<file path="src/rtl/pipe4_mul.sv">
module pipe4_mul #(
  parameter int DW         = 16,
  parameter int IMEM_DEPTH = 32,
  parameter int CW         = 16,
  parameter int MUL_CYC    = 3
) (
  input  logic                          clk,
  input  logic                          rst,
  input  logic                          ld_we,
  input  logic                          ld_rf,
  input  logic [$clog2(IMEM_DEPTH)-1:0] ld_addr,
  input  logic [DW-1:0]                 ld_data,
  output logic                          ret_vld,
  output logic [2:0]                    ret_dst,
  output logic [DW-1:0]                 ret_val,
  output logic [CW-1:0]                 cyc_cnt
);

  localparam int AW  = $clog2(IMEM_DEPTH);
  localparam int MCW = $clog2(MUL_CYC);
  localparam int IW  = 11;
  localparam logic [MCW-1:0] MLAST = MCW'(MUL_CYC - 1);

  typedef enum logic [1:0] {OP_ADD = 2'b00, OP_SUB = 2'b01, OP_MUL = 2'b10, OP_NOP = 2'b11} op_t;

  localparam logic [IW-1:0] NOP_IR = {OP_NOP, 9'd0};

  logic [IW-1:0] imem [IMEM_DEPTH];
  logic [DW-1:0] rf [8];
  logic [AW:0]   pc, plen, ld_next;
  logic [IW-1:0] fetch_ir, id_ir;

  op_t           id_op, ex_op, wb_op;
  logic [2:0]    id_d, id_a, id_b, ex_d, wb_d;
  logic [DW-1:0] ex_va, ex_vb, ex_res, prod, wb_val, fwd_a, fwd_b;
  logic [MCW-1:0] mcnt;
  logic          ex_busy, ex_wr, wb_wr;

  // ---------------- fetch ----------------
  assign ld_next  = {1'b0, ld_addr} + {{AW{1'b0}}, 1'b1};
  assign fetch_ir = (pc < plen) ? imem[pc[AW-1:0]] : NOP_IR;

  // ---------------- decode ----------------
  assign id_op = op_t'(id_ir[10:9]);
  assign id_d  = id_ir[8:6];
  assign id_a  = id_ir[5:3];
  assign id_b  = id_ir[2:0];

  assign ex_wr = (ex_op != OP_NOP);
  assign wb_wr = (wb_op != OP_NOP);

  function automatic logic [DW-1:0] fwd(input logic [2:0] s);
    if (ex_wr && ex_d == s)      return ex_res;
    else if (wb_wr && wb_d == s) return wb_val;
    else                         return rf[s];
  endfunction

  assign fwd_a = fwd(id_a);
  assign fwd_b = fwd(id_b);

  // ---------------- execute ----------------
  assign prod    = ex_va * ex_vb;
  assign ex_busy = (ex_op == OP_MUL) && (mcnt != MLAST);

  always_comb begin
    case (ex_op)
      OP_ADD:  ex_res = ex_va + ex_vb;
      OP_SUB:  ex_res = ex_va - ex_vb;
      OP_MUL:  ex_res = prod;
      default: ex_res = '0;
    endcase
  end

  // ---------------- write-back / retire ----------------
  assign ret_vld = wb_wr;
  assign ret_dst = wb_d;
  assign ret_val = wb_val;

  // ---------------- storage ----------------
  always_ff @(posedge clk) begin
    if (rst) begin
      if (ld_we && ld_rf) rf[ld_addr[2:0]] <= ld_data;
      if (ld_we && !ld_rf) begin
        imem[ld_addr] <= ld_data[15:5];
        if (ld_addr == '0)      plen <= {{AW{1'b0}}, 1'b1};
        else if (ld_next > plen) plen <= ld_next;
      end
    end else if (wb_wr) begin
      rf[wb_d] <= wb_val;
    end
  end

  // ---------------- pipeline registers ----------------
  always_ff @(posedge clk) begin
    if (rst) begin
      pc      <= '0;
      id_ir   <= NOP_IR;
      ex_op   <= OP_NOP;
      ex_d    <= '0;
      ex_va   <= '0;
      ex_vb   <= '0;
      mcnt    <= '0;
      wb_op   <= OP_NOP;
      wb_d    <= '0;
      wb_val  <= '0;
      cyc_cnt <= '0;
    end else begin
      cyc_cnt <= cyc_cnt + 1'b1;
      if (ex_busy) begin
        mcnt  <= mcnt + 1'b1;
        wb_op <= OP_NOP;
      end else begin
        if (pc < plen) pc <= pc + 1'b1;
        id_ir  <= fetch_ir;
        ex_op  <= id_op;
        ex_d   <= id_d;
        ex_va  <= fwd_a;
        ex_vb  <= fwd_b;
        mcnt   <= '0;
        wb_op  <= ex_op;
        wb_d   <= ex_d;
        wb_val <= ex_res;
      end
    end
  end

  // ---------------- checks ----------------
  assert_mul_bubble_R3: assert property (@(posedge clk) disable iff (rst)
    (ex_op == OP_MUL && mcnt == '0) |=> !ret_vld);

  assert_mul_retire_R3: assert property (@(posedge clk) disable iff (rst)
    (ex_op == OP_MUL && mcnt == MLAST) |=> (ret_vld && $stable(ret_dst) == 1'b0 || ret_vld));

  assert_mul_window_R3: assert property (@(posedge clk) disable iff (rst)
    mcnt < MCW'(MUL_CYC));

  assert_pc_bound_R7: assert property (@(posedge clk) disable iff (rst)
    pc <= plen);

  assert_cyc_step_R10: assert property (@(posedge clk) disable iff (rst)
    1'b1 |=> cyc_cnt == CW'($past(cyc_cnt) + 1'b1));

endmodule

</file>
<file path="config.mk">
export PLATFORM = sky130hd
export DESIGN_NAME = pipe4_mul
export DESIGN_NICKNAME = d
export VERILOG_FILES = /design/src/rtl/pipe4_mul.sv
export SDC_FILE = /design/constraint.sdc
export NUM_CORES = 1
export LEC_CHECK = 0
export ABC_AREA = 1
export BUFFER_PORTS_ARGS = -buffer_cell sky130_fd_sc_hd__clkbuf_2
export CORE_AREA = 8 8 246 248
export DETAILED_ROUTE_END_ITERATION = 7
export DIE_AREA = 0 0 254 256
export GPL_TIMING_DRIVEN = 0
export HOLD_SLACK_MARGIN = 0.02
export MAX_ROUTING_LAYER = met4
export PLACE_DENSITY = 0.7
export SLEW_MARGIN = 15
export SYNTH_ARGS = -nofsm -noshare
export SYNTH_HDL_FRONTEND = slang
export SYNTH_SLANG_ARGS = --single-unit
</file>
<file path="constraint.sdc">
create_clock -name clk -period 8.3 [get_ports clk]
set_clock_uncertainty 0.05 [all_clocks]
set_input_delay 0.83 -clock clk [delete_from_list [all_inputs] [get_ports clk]]
set_output_delay 0.83 -clock clk [all_outputs]
set_load 0.02 [all_outputs]
</file>
# Word-level counts from Yosys, hierarchy flattened
# Memories as Yosys holds them, arrays and structs flattened. A register that Yosys moved wholly into a read port is not among the register bits.
# Cells that the tools add are included.
dict set report word_totals {
  reg_bits 99
  latchBits 0
  out_inout_bits 36
  n_memories 2
  ramBits 480
  mem_bits_ro 0
  input_bits 25
}
dict set report op_classes {
  bitwise 1
  magnitude_cmp 2
  mul 1
  reduce_logical 16
  n_eq_ne 9
  n_addsub 6
  shifts 0
  mux 25
  div 0
}
# name words word_bits rd rd_ports_with_merged_regs write_ports line
set memory_table {}
lappend memory_table {imem 32 11 1 1 1 28} ;# logic [IW-1:0] imem [IMEM_DEPTH];
lappend memory_table {rf 8 16 2 2 1 29} ;# logic [DW-1:0] rf [8];
# op n
set ops {}
lappend ops {{2-to-1 mux 16 bit} 5}
lappend ops {{one-hot mux 16 bit (3 select lines)} 1}
lappend ops {{adder 16 x 1 -> 16 bit (second input constant)} 1}
lappend ops {{adder 16 bit} 1}
lappend ops {{multiplier 16 x 16 -> 16 bit} 1}
lappend ops {{OR reduction 16 bit} 1}
lappend ops {{subtractor 16 bit} 1}
lappend ops {{2-to-1 mux 3 bit} 5}
lappend ops {{equality test 3 bit} 4}
lappend ops {{2-to-1 mux 11 bit} 1}
lappend ops {{2-to-1 mux 1 bit} 10}
lappend ops {{2-to-1 mux 5 bit} 2}
lappend ops {{logical AND 1 bit} 7}
lappend ops {{adder 5 x 1 -> 6 bit (second input constant)} 1}
lappend ops {{adder 6 x 1 -> 6 bit (second input constant)} 1}
lappend ops {{greater-than comparator 6 bit} 1}
lappend ops {{< comparator 6 bit} 1}
lappend ops {{2-to-1 mux 6 bit} 1}
lappend ops {{!= test 2 bit (second input constant)} 3}
lappend ops {{logical NOT 5 bit} 1}
lappend ops {{OR reduction 2 bit} 2}
lappend ops {{AND reduction 3 bit} 1}
lappend ops {{adder 2 x 1 -> 2 bit (second input constant)} 1}
lappend ops {{equality test 2 x 1 -> 1 bit (second input constant)} 1}
lappend ops {{6 further kinds} 6}

# Depth between registers and ports, before layout
dict set report depth {
  ltp_word 6
  depth_mapped 32
  mapped_depth_nobuf 31
}

# Worst setup path before layout
# OpenSTA, ideal clock, no wires.
dict set report synth_path {
  path_kind {register -> register}
  startpoint {register ex_vb[1]}
  endpoint {register ex_vb[15]}
  t_arrival_ns 5.135
  path_stages_with_launch 26
  path_slack_ns 3.002
  path_cell_list {dfxtp_1 buf_6 clkbuf_1 nand2_1 fa_1 fa_1 inv_1 fa_1 fa_1 fa_1 inv_1 fa_1 inv_1 ha_1 inv_1 o21ai_0 nor2_1 nand3_1 nand2_1 nand2_1 a21oi_1 nand3_1 nand3_2 nand3_1 nand2_1 nand2_1}
}
dict set report synth_between {
  elab_chain_len 3
  elab_cells_between_ends 5
}
# item line
set synth_lines {}
lappend synth_lines {{start, declared} 35} ;# logic [DW-1:0] ex_va, ex_vb, ex_res, prod, wb_val, fwd_a, fwd_b;
lappend synth_lines {{start signal, assigned} 118} ;# ex_vb <= fwd_b;
lappend synth_lines {{multiplier 16 x 16 -> 16 bit, or another cell as far along} 62} ;# assign prod = ex_va * ex_vb;
lappend synth_lines {{one-hot mux 16 bit (3 select lines) *} 66} ;# case (ex_op)
lappend synth_lines {{2-to-1 mux 16 bit *} 53} ;# if (ex_wr && ex_d == s) return ex_res;
# Every way passes the cells marked *; elsewhere a longest branch is shown, timed or not.
# A chain may end at the register's enable or synchronous reset.

# Worst setup path after layout
dict set report layout_path {
  startpoint {register ex_vb[1]}
  endpoint {register ex_va[13]}
}
dict set report layout_between {
  elab_chain_len 3
  elab_cells_between_ends 5
}
# item line
set layout_lines {}
lappend layout_lines {{multiplier 16 x 16 -> 16 bit, or another cell as far along} 62}
lappend layout_lines {{one-hot mux 16 bit (3 select lines) *} 66}
lappend layout_lines {{2-to-1 mux 16 bit *} 53}
lappend layout_lines {{end signal, assigned} 117} ;# ex_va <= fwd_a;
lappend layout_lines {{end, declared} 35}
# Marked as above.

==> results.cfg <==
[status]
status = finished clean

[floorplan]
start_util = 0.542
pin_count = 61
die_y_um = 256
die_area_mm2 = 0.0650
core.rowCount = 88
die_w_um = 254
core-area_mm2 = 0.0568

[synthesis]
synth.cell_area_mm2 = 0.0308
synth_area_leaders = edfxtp_1 (47%), nand2_1 (7.8%), dfxtp_1 (6.8%), fa_1 (5.3%), inv_1 (4.9%)
synth_top_cells_by_count = nand2_1 (640), edfxtp_1 (486), inv_1 (401)
synth_area_leader_cell = edfxtp_1
synth_top_family_by_area = compound AO/OA/AOI/OAI gates
synth_edf_count = 486
muxShareOfSynthArea = 0
syn_avg_cell_area_um2 = 9.68
ys_warn_count = 0
syn-instance-count = 3183
synth.net_count = 3373
synth_xor_xnor_area_share = 0.00626
yosysSeqAreaShare = 0.541
yosysTopAreaCellShare = 0.474
ys_seq_elements = 590
synthArstFlopShare = 0
synth_ff_type = edfxtp_1
synth_cell_types = 56
yosys.area_share.simple = 0.132
synth-compound-area-share = 0.155
synthAdderAreaFrac = 0.0868
yosysMostFrequentCell = nand2_1

[power_and_ir_drop]
vdd_drop_max_mv = 0.247
power_density_mw_per_mm2 = 344
p_leak_nw = 13.9

[final_layout]
drive_gt1_frac = 0.102
diodes = 0
syn_to_final_growth_pct = 11.6
nets = 3502

[route]
post_drt_wl_per_cell_um = 24.8
totalWireLength_mm = 102
route.top_layer_used = met4
initialDrtViolationCount = 3396
wl_met1_mm = 39.2
ant_nets = 0
routed-wl-met3_mm = 10.6
routed_via_density = 6.13
drc = 0
dr.pass1.iters = 6
met2_length_mm = 47.2
vias = 25300

[clock_tree]
cts-root-buf = clkbuf_16
numCtsBuffers = 59
tritoncts = yes
clkTransAtPathRegs_ns = 0.06
cts_max_level = 2
ctsHoldBuffers = 0
clk_latency_ns = 0.68
clk_path_buf_depth = 3
cts_resized = 0
post-cts-setup-buffers = 0
cts.sinks = 590

[grt]
grt_max_degree = 34
grt_pass1_vias = 24300
antenna_found_initial = 0
grt_pass1_wl_mm = 151
grt_use_total = 0.318
grt.overflow.total = 0

[timing]
slew_headroom = 0.168
hold_viol_final = 0
rsz0062_at_grt = no
worst_pin_slew_ns = 1.24
tns_ns = 0
setup-violations-final = 0
fmaxAchievable_mhz = 159
fin_crit_ns = 6.29
fin_crit_sh = 0.758
slew_viol_final = 0
worst_slack_ns = 2.01

[worst_setup_path]
cp_common_cell = fa_1
max_stage_delay_ns = 0.55
cpMaxStageDelayCell = fa_1
cp_num_buf_inv = 6
path_max_fanout = 10
worstPathArrival_ns = 6.80
required_ns = 8.81
end_kind = flip-flop
path_cells = buf_6 > clkbuf_1 > nand2_1 > fa_1 > fa_1 > inv_1 > fa_1 > fa_1 > fa_1 > inv_1 > fa_1 > inv_1 > ha_1 > inv_1 > o21ai_0 > nor2_1 > nand3_1 > nand2_1 > nand3_1 > o21ai_1 > o21ai_0 > o21ai_1
worstSetupPathType = reg2reg
startpoint_type = flip-flop
crit_family = adder cells

[placed_design]
port_buffers = 59
place_ws_ns = 2.10
gp_congestion = 1.03
hpwl_mm = 72.3

[worst_hold_path]
min_path_type = reg2reg

[run]
cap_violations = 0
path summary, 6_finish.rpt:
path / startpoint / end / slack (ns) / cells past startpoint
worst max-delay path: ex_vb[1] / ex_va[13] / 2.01 / 22
worst min-delay path: mcnt[0] / mcnt[0] / 0.36 / 1
worst max register to register: ex_vb[1] / ex_va[13] / 2.01 / 22
worst min register to register: mcnt[0] / mcnt[0] / 0.36 / 1
cell type report:
class                   count  area, µm²
multi-input cells        2000      11800
flip-flops and latches    590      16700
well taps                 765        957
plain buffers             180        877
clock buffers              72       1600
inverters                 413       1550
repair buffers             68        423
clock inverters            40        482
fillers                  4827      22400
per-layer routing:
layer  vias to the layer above  global-route usage
li1                      11200                   -
met1                     12200               0.412
met2                      1664               0.493
met3                       332              0.0469
met4                         0               0.147
met5                         -                   -
flip-flops by register name, indices dropped and copies added, names as in the netlist, named ones only:
signal,cells
cyc_cnt,16
ex_d,3
ex_op,2
ex_va,16
ex_vb,16
id_ir,11
imem,352
mcnt,2
pc,6
plen,6
ret_dst,3
ret_val,16
rf,128
wb_op,2
placed cells by master (no fill, tap or decap), drive strengths merged, types with 4 or more instances in the layout:
cell,netlist,layout
nand2,647,647
edfxtp,486,486
inv,411,414
o21ai,301,301
a21oi,289,289
clkbuf,75,206
nor2,186,186
buf,105,114
nand3,109,109
dfxtp,104,104
ha,84,84
fa,81,81
o211ai,64,64
a22oi,44,44
a221oi,28,28
clkinv,2,28
nor3,23,23
a31oi,21,21
a211oi,21,21
o22ai,20,20
xor2,18,18
a211o,15,15
o221ai,9,9
bufinv,0,8
nand4,6,6
xnor2,4,4
nand3b,4,4
nor4,4,4
metrics by stage:
stage	hold WS [ns]	util	total power, mW	instance area [µm²]	instances
floorplan	0.343	-	6.98	30800	3183
global placement	0.350	0.564	8.78	32000	4007
detailed placement	0.357	0.568	8.87	32300	4016
CTS	0.366	0.605	11.7	34400	4128
global route	0.380	0.605	12.4	34400	4128
finish	0.363	0.605	11.8	34400	4128
cell families after synthesis:
family	Yosys count
AO/OA/AOI/OAI	827
XOR/XNOR	22
adder cells (fa/ha/maj)	165
buffers and inverters	593
flip-flops	590
AND/OR/NAND/NOR	986
report_power, final:
| group | internal (mW) | switching [mW] | leakage [nW] |
|---|---|---|---|
| registers | 3.39 | 0.184 | 5.23 |
| logic | 1.62 | 3.80 | 7.66 |
| clock network | 1.63 | 1.21 | 1.02 |
| total | 6.64 | 5.20 | 13.9 |
No activity file was read; power rests on OpenSTA's default activity.
